==> config.mk <==
export PLATFORM = sky130hd
export DESIGN_NAME = pulse_hit_stamper
export DESIGN_NICKNAME = d
export VERILOG_FILES = /design/src/rtl/phs_pkg.sv /design/src/rtl/phs_baseline.sv /design/src/rtl/phs_frac_interp.sv /design/src/rtl/phs_finder.sv /design/src/rtl/phs_fifo.sv /design/src/rtl/pulse_hit_stamper.sv
export SDC_FILE = /design/constraint.sdc
export NUM_CORES = 1
export LEC_CHECK = 0
export ABC_CLOCK_PERIOD_IN_PS = 20900
export BUFFER_PORTS_ARGS = -buffer_cell sky130_fd_sc_hd__buf_4
export CAP_MARGIN = 0
export CORE_MARGIN = 2
export CORE_UTILIZATION = 57
export CTS_CLUSTER_SIZE = 10
export DETAILED_ROUTE_END_ITERATION = 10
export PLACE_DENSITY = 0.73
export SETUP_SLACK_MARGIN = 0.2
export SYNTH_ARGS = -nofsm -noshare
export SYNTH_HDL_FRONTEND = slang
export SYNTH_SLANG_ARGS = --single-unit
export TNS_END_PERCENT = 20
==> constraint.sdc <==
create_clock -name clk -period 20.9 [get_ports clk]
set_input_delay 6.27 -clock clk [delete_from_list [all_inputs] [get_ports clk]]
set_output_delay 6.27 -clock clk [all_outputs]
set_load 0.02 [all_outputs]
==> src/rtl/phs_pkg.sv <==
// Shared definitions for the pulse hit stamper.
// Assumes nothing beyond IEEE 1800-2017.
package phs_pkg;
    localparam int FRAC_W = 4;

    typedef enum logic [1:0] {
        ST_IDLE  = 2'd0,
        ST_PULSE = 2'd1,
        ST_HOLD  = 2'd2
    } phs_state_e;
endpackage

==> src/rtl/phs_baseline.sv <==
// Baseline restorer: a running average that moves 1/16 of the gap toward
// each quiet sample. Assumes the caller raises freeze for samples that
// belong to a pulse.
module phs_baseline #(
    parameter int SW = 12
) (
    input  logic          clk,
    input  logic          rst_n,
    input  logic          smp_valid,
    input  logic [SW-1:0] smp_data,
    input  logic          track_en,
    input  logic          freeze,
    output logic [SW-1:0] bl_q
);
    localparam int DW = SW + 2;

    logic signed [DW-1:0] gap;
    logic signed [DW-1:0] step;

    // Signed distance from the estimate and its 1/16 share (floor).
    always_comb begin
        gap  = $signed({2'b00, smp_data}) - $signed({2'b00, bl_q});
        step = gap >>> 4;
    end

    // Update the estimate on quiet samples while tracking is enabled.
    always_ff @(posedge clk) begin
        if (!rst_n) begin
            bl_q <= '0;
        end else if (smp_valid && track_en && !freeze) begin
            bl_q <= bl_q + SW'(step);
        end
    end
endmodule

==> src/rtl/phs_frac_interp.sv <==
// Fine-time interpolator: computes floor(16*num/den) by restoring
// division, one quotient bit per stage. Assumes num <= den; num == den
// gives 15, the cap.
module phs_frac_interp #(
    parameter int SW = 12
) (
    input  logic [SW-1:0]               num,
    input  logic [SW-1:0]               den,
    output logic [phs_pkg::FRAC_W-1:0]  frac
);
    localparam int NQ = phs_pkg::FRAC_W;

    logic [SW-1:0] rem [NQ];

    assign rem[0] = num;

    for (genvar i = 0; i < NQ; i++) begin : g_stage
        logic [SW:0] shifted;
        logic        fits;
        // One restoring step: double the remainder, subtract if it fits.
        always_comb begin
            shifted = {rem[i], 1'b0};
            fits    = shifted >= {1'b0, den};
        end
        assign frac[NQ-1-i] = fits;
        if (i < NQ - 1) begin : g_next
            assign rem[i+1] = fits ? SW'(shifted - {1'b0, den}) : SW'(shifted);
        end
    end
endmodule

==> src/rtl/phs_finder.sv <==
// Hit finder: a three-state machine (idle, pulse, hold-off) that measures
// each pulse and emits one record when the pulse ends. Assumes corrected
// samples and the threshold flag arrive with smp_valid, and that the
// threshold is at least 1.
module phs_finder #(
    parameter int SW     = 12,
    parameter int TW     = 32,
    parameter int HOLD_W = 8
) (
    input  logic                           clk,
    input  logic                           rst_n,
    input  logic                           smp_valid,
    input  logic [SW-1:0]                  corr,
    input  logic                           above,
    input  logic [TW-1:0]                  stamp,
    input  logic [SW-1:0]                  thresh,
    input  logic                           peak_mode,
    input  logic [HOLD_W-1:0]              holdoff,
    output logic                           busy,
    output logic                           push,
    output logic [SW-1:0]                  push_amp,
    output logic [TW+phs_pkg::FRAC_W-1:0]  push_time
);
    import phs_pkg::*;

    phs_state_e                state_q;
    logic [SW-1:0]             prev_c_q;
    logic [TW-1:0]             prev_t_q;
    logic [SW-1:0]             max_q;
    logic [TW-1:0]             max_t_q;
    logic [TW+FRAC_W-1:0]      edge_time_q;
    logic [HOLD_W-1:0]         hcnt_q;
    logic [HOLD_W-1:0]         hcnt_nx;
    logic [SW-1:0]             lerp_num;
    logic [SW-1:0]             lerp_den;
    logic [FRAC_W-1:0]         frac;

    // Operands of the crossing interpolation between the previous and current sample.
    always_comb begin
        lerp_num = thresh - prev_c_q;
        lerp_den = corr - prev_c_q;
        hcnt_nx  = hcnt_q + 1'b1;
    end

    phs_frac_interp #(.SW(SW)) u_lerp (
        .num  (lerp_num),
        .den  (lerp_den),
        .frac (frac)
    );

    assign busy = (state_q == ST_PULSE);

    // Pulse tracking, record assembly and hold-off counting.
    always_ff @(posedge clk) begin
        if (!rst_n) begin
            state_q     <= ST_IDLE;
            prev_c_q    <= '0;
            prev_t_q    <= '0;
            max_q       <= '0;
            max_t_q     <= '0;
            edge_time_q <= '0;
            hcnt_q      <= '0;
            push        <= 1'b0;
            push_amp    <= '0;
            push_time   <= '0;
        end else begin
            push <= 1'b0;
            if (smp_valid) begin
                unique case (state_q)
                    ST_IDLE: begin
                        if (above) begin
                            state_q     <= ST_PULSE;
                            max_q       <= corr;
                            max_t_q     <= stamp;
                            edge_time_q <= {prev_t_q, frac};
                        end
                    end
                    ST_PULSE: begin
                        if (above) begin
                            if (corr > max_q) begin
                                max_q   <= corr;
                                max_t_q <= stamp;
                            end
                        end else begin
                            push      <= 1'b1;
                            push_amp  <= max_q;
                            push_time <= peak_mode ? {max_t_q, {FRAC_W{1'b0}}}
                                                   : edge_time_q;
                            hcnt_q    <= '0;
                            state_q   <= (holdoff == '0) ? ST_IDLE : ST_HOLD;
                        end
                    end
                    ST_HOLD: begin
                        if (above) begin
                            hcnt_q <= '0;
                        end else if (hcnt_nx == holdoff) begin
                            state_q <= ST_IDLE;
                        end else begin
                            hcnt_q <= hcnt_nx;
                        end
                    end
                    default: state_q <= ST_IDLE;
                endcase
                prev_c_q <= corr;
                prev_t_q <= stamp;
            end
        end
    end
endmodule

==> src/rtl/phs_fifo.sv <==
// Hit queue: first-word-fall-through FIFO with a saturating loss counter.
// Assumes DEPTH is a power of two. A write that finds it full is discarded.
module phs_fifo #(
    parameter int RW     = 16,
    parameter int DEPTH  = 8,
    parameter int DROP_W = 8
) (
    input  logic              clk,
    input  logic              rst_n,
    input  logic              wr_en,
    input  logic [RW-1:0]     wr_data,
    output logic              rd_valid,
    input  logic              rd_ready,
    output logic [RW-1:0]     rd_data,
    output logic [DROP_W-1:0] drops
);
    localparam int AW = (DEPTH > 1) ? $clog2(DEPTH) : 1;

    logic [RW-1:0] mem_q [DEPTH];
    logic [AW-1:0] wp_q;
    logic [AW-1:0] rp_q;
    logic [AW:0]   cnt_q;
    logic          full;
    logic          do_wr;
    logic          do_rd;

    // Occupancy decode and transfer qualification.
    always_comb begin
        full     = (cnt_q == (AW+1)'(DEPTH));
        rd_valid = (cnt_q != '0);
        do_wr    = wr_en && !full;
        do_rd    = rd_valid && rd_ready;
        rd_data  = mem_q[rp_q];
    end

    // Storage write.
    always_ff @(posedge clk) begin
        if (do_wr) mem_q[wp_q] <= wr_data;
    end

    // Pointers, occupancy and the saturating loss counter.
    always_ff @(posedge clk) begin
        if (!rst_n) begin
            wp_q  <= '0;
            rp_q  <= '0;
            cnt_q <= '0;
            drops <= '0;
        end else begin
            if (do_wr) wp_q <= wp_q + 1'b1;
            if (do_rd) rp_q <= rp_q + 1'b1;
            if (do_wr && !do_rd)      cnt_q <= cnt_q + 1'b1;
            else if (do_rd && !do_wr) cnt_q <= cnt_q - 1'b1;
            if (wr_en && full && (drops != {DROP_W{1'b1}})) drops <= drops + 1'b1;
        end
    end
endmodule

==> src/rtl/pulse_hit_stamper.sv <==
// Top of the self-triggered hit stamper: baseline correction, threshold
// compare, hit finding and the output queue. Assumes one sample per
// smp_valid and a time_now value that belongs to that sample.
module pulse_hit_stamper #(
    parameter int SW     = 12,
    parameter int TW     = 32,
    parameter int DEPTH  = 8,
    parameter int DROP_W = 8,
    parameter int HOLD_W = 8
) (
    input  logic                clk,
    input  logic                rst_n,
    input  logic                smp_valid,
    input  logic [SW-1:0]       smp_data,
    input  logic [TW-1:0]       time_now,
    input  logic [SW-1:0]       cfg_thresh,
    input  logic                cfg_peak_mode,
    input  logic                cfg_bl_track,
    input  logic [HOLD_W-1:0]   cfg_holdoff,
    output logic                hit_valid,
    input  logic                hit_ready,
    output logic [SW-1:0]       hit_amp,
    output logic [TW+3:0]       hit_time,
    output logic [DROP_W-1:0]   drop_count
);
    localparam int TFW = TW + phs_pkg::FRAC_W;
    localparam int RW  = SW + TFW;

    logic [SW-1:0]  bl_q;
    logic [SW:0]    diff;
    logic [SW-1:0]  corr;
    logic           above;
    logic           fin_busy;
    logic           fin_push;
    logic [SW-1:0]  fin_amp;
    logic [TFW-1:0] fin_time;
    logic [RW-1:0]  q_data;

    // Baseline subtraction clamped at zero, then threshold compare.
    always_comb begin
        diff  = {1'b0, smp_data} - {1'b0, bl_q};
        corr  = diff[SW] ? '0 : diff[SW-1:0];
        above = (corr >= cfg_thresh);
    end

    phs_baseline #(.SW(SW)) u_base (
        .clk       (clk),
        .rst_n     (rst_n),
        .smp_valid (smp_valid),
        .smp_data  (smp_data),
        .track_en  (cfg_bl_track),
        .freeze    (above || fin_busy),
        .bl_q      (bl_q)
    );

    phs_finder #(.SW(SW), .TW(TW), .HOLD_W(HOLD_W)) u_find (
        .clk       (clk),
        .rst_n     (rst_n),
        .smp_valid (smp_valid),
        .corr      (corr),
        .above     (above),
        .stamp     (time_now),
        .thresh    (cfg_thresh),
        .peak_mode (cfg_peak_mode),
        .holdoff   (cfg_holdoff),
        .busy      (fin_busy),
        .push      (fin_push),
        .push_amp  (fin_amp),
        .push_time (fin_time)
    );

    phs_fifo #(.RW(RW), .DEPTH(DEPTH), .DROP_W(DROP_W)) u_queue (
        .clk      (clk),
        .rst_n    (rst_n),
        .wr_en    (fin_push),
        .wr_data  ({fin_time, fin_amp}),
        .rd_valid (hit_valid),
        .rd_ready (hit_ready),
        .rd_data  (q_data),
        .drops    (drop_count)
    );

    assign hit_amp  = q_data[SW-1:0];
    assign hit_time = q_data[RW-1:SW];
endmodule

==> qor.yml <==
rsz0062_at_grt: "false"
synth_edf_count: 384
synth.cell_area_sq_mm: 0.0274
core_sq_mm: 0.0476
syn-num-nets: 2291
yosys_warnings: 0
die_area_sq_mm: 0.0499
ys_types: 69
fmax_ghz: 0.0512
vias_per_cell: 5.92
fill_cells: 3512
required_ns: 21.35
cap_violations: 0
critical_path_class: "input port to register"
numCtsBuffers: 70
end_kind: "register"
tightestPinTransition_ns: 1.08
clock_latency_ns: 0.60
first_global_vias: 17425
path_clk_slew_ns: 0.05
async_flop_share_pct: 0
area.growth.synth_to_final_pct: 13.4
relSlewSlack_pct: 27.7
seq_area_frac_synth_pct: 57.8
cpPeakStageDelay_ns: 0.45
dr_total_vias: 17161
finalClockSkew_ns: 0.0265
critPathSlowestCell: "a221o_2"
portBuffers: 126
syn_inst: 2100
wl_mm: 61.6
placementRows: 80
hold_viol: 0
io_pins: 127
period_share_pct: 93.5
status: "completed"
synth_ff_type: "edfxtp_1"
root_buffer: "clkbuf_16"
dp_cells: 2773
cts_sinks: 600
setup_viol: 0
ant_nets: 0
cts_buffer_depth: 3
synth-seq-cells: 600
min_path_type: "register to register"
initial_core_util_pct: 57.6
post_cts_buffers: 0
final_cells: 2898
die_x_um: 223
crit_arrival_ns: 19.99
dp.final_hpwl_mm: 37.3
setup_tns_ns: 0
nets: 2421
grtUsageTotal_pct: 25.0
gp_congestion: 0.913
final_cell_mix: "edfxtp_1 (384), nor2_1 (219), dfxtp_1 (213)"
hold_ws_ns: 0.450
finalCriticalPeriod_ns: 19.54
final_max_slew_viol_count: 0
first_pass_iters: 5
grt-ovfl-total: 0
final_common_cell: "edfxtp_1"
antenna_found_initial: 2
tritoncts: "built"
drt_iter0_drc: 1187
crit_top_cell: "a21o_1"
grt_pass1_wl_mm: 96.3
cp-start-kind: "input port"
critical_path.max_fanout: 18
drive_gt1_share_pct: 18.6
stdcell_area_sq_mm: 0.0311
h-tree-depth: 3
postPlaceCellArea_sq_mm: 0.0291
avgSynthCellArea_sq_um: 13.1
grt_max_degree: 118
drc: 0
die_y_um: 223
wl_per_cell_um: 21.2
area by class of cell:
cell class / count / area (sq um) / share of cell area, %
diodes: 2 / 5.00 / 0.0161
clock buffers: 117 / 1960 / 6.29
clock inverters: 6 / 58.8 / 0.189
inverters: 87 / 332 / 1.07
multi-input cells: 1319 / 11000 / 35.3
flip-flops and latches: 600 / 15900 / 51.0
well taps: 615 / 769 / 2.47
repair buffers: 152 / 1140 / 3.67
cells in the mapped netlist (all sizes together) (3+ instances only):
cell / number / share of area, %
clkbuf: 81 / 1.1
xor2: 38 / 1.2
nand2: 151 / 2.1
or4: 3 / 0.082
a2111oi: 4 / 0.13
or3: 3 / 0.068
fa: 6 / 0.44
maj3: 3 / 0.11
o21bai: 15 / 0.41
inv: 86 / 1.2
mux2: 63 / 2.7
o21ai: 30 / 0.59
nor2b: 15 / 0.34
o2111ai: 3 / 0.096
nand4: 9 / 0.21
nand3: 19 / 0.35
o22ai: 3 / 0.091
xnor2: 66 / 2.1
buf: 13 / 0.24
o21a: 12 / 0.33
and3: 8 / 0.18
a31oi: 10 / 0.23
a21o: 46 / 1.3
mux4: 96 / 7.9
nor2: 223 / 3.1
nand3b: 6 / 0.16
o31ai: 4 / 0.11
nor4: 9 / 0.21
and2: 4 / 0.091
ha: 115 / 5.2
nor3: 22 / 0.40
a31o: 3 / 0.096
edfxtp: 384 / 42
a21oi: 112 / 2.0
nand2b: 16 / 0.36
dfxtp: 216 / 16
a211oi: 41 / 1.2
mux2i: 136 / 5.0
path summary, 6_finish.rpt:
check	from	end	slack, ns	cells after the start
worst min-delay path	u_find.prev_t_q[7]$_SDFFE_PN0P_	u_find.edge_time_q[11]$_SDFFE_PN0P_	0.45	2
worst max-delay path	smp_data[0]	u_find.edge_time_q[0]$_SDFFE_PN0P_	1.36	68
worst max register to register	u_base.bl_q[9]$_SDFFE_PN0P_	u_find.edge_time_q[0]$_SDFFE_PN0P_	6.74	67
worst min register to register	u_find.prev_t_q[7]$_SDFFE_PN0P_	u_find.edge_time_q[11]$_SDFFE_PN0P_	0.45	2
metrics by stage:
step	setup WS (ns)	utilization, %
finish	1.36	65.3
global route	0.354	65.3
CTS	0.704	65.3
detailed placement	0.143	61.0
global placement	0.735	61.0
floorplan	1.42	-
registers in the layout, summed over array words and instances, names as in the netlist, named ones only:
signal,cells
u_base.bl_q,12
u_find.edge_time_q,36
u_find.hcnt_q,8
u_find.max_q,12
u_find.max_t_q,32
u_find.prev_c_q,12
u_find.prev_t_q,32
u_find.push,1
u_find.push_amp,12
u_find.push_time,36
u_find.state_q,2
u_queue.cnt_q,4
u_queue.drops,8
u_queue.mem_q,384
u_queue.rp_q,3
u_queue.wp_q,3
logic make-up after synthesis:
kind of cell / Yosys count / share of synthesized area [%]
DFF: 600 / 57.8
and+or+nand+nor: 496 / 7.80
AOI/OAI and AO/OA: 300 / 7.17
muxes: 295 / 15.6
buffers and inverters: 181 / 2.54
adders and majority gates: 124 / 5.80
xor gates and xnor gates: 104 / 3.32
critical path: cells and delay by family:
kind	cells	cell delay (ns)
AO/OA/AOI/OAI	38	8.21
XOR/XNOR	2	0.49
adder cells (fa/ha/maj)	8	2.45
buffers and inverters	6	0.64
multiplexers	2	0.52
AND/OR/NAND/NOR	12	1.34
what timing repair did:
| action | in CTS | in global routing |
|---|---|---|
| endpoints found under the setup margin | 0 | 1 |
| hold buffers | 0 | 0 |
| gates resized for setup | 0 | 8 |
| hold endpoints to repair | 0 | 0 |
routing by layer:
layer	vias up	GRT usage (%)	part of all wire [%]
li1	8023	-	-
met1	8481	34.3	44
met2	540	41.1	48
met3	117	3.78	5.9
met4	0	8.77	2.5
met5	-	0	0
Power is not shown: default switching activity piles up to over one toggle a cycle in this logic, so the estimate is an artifact.
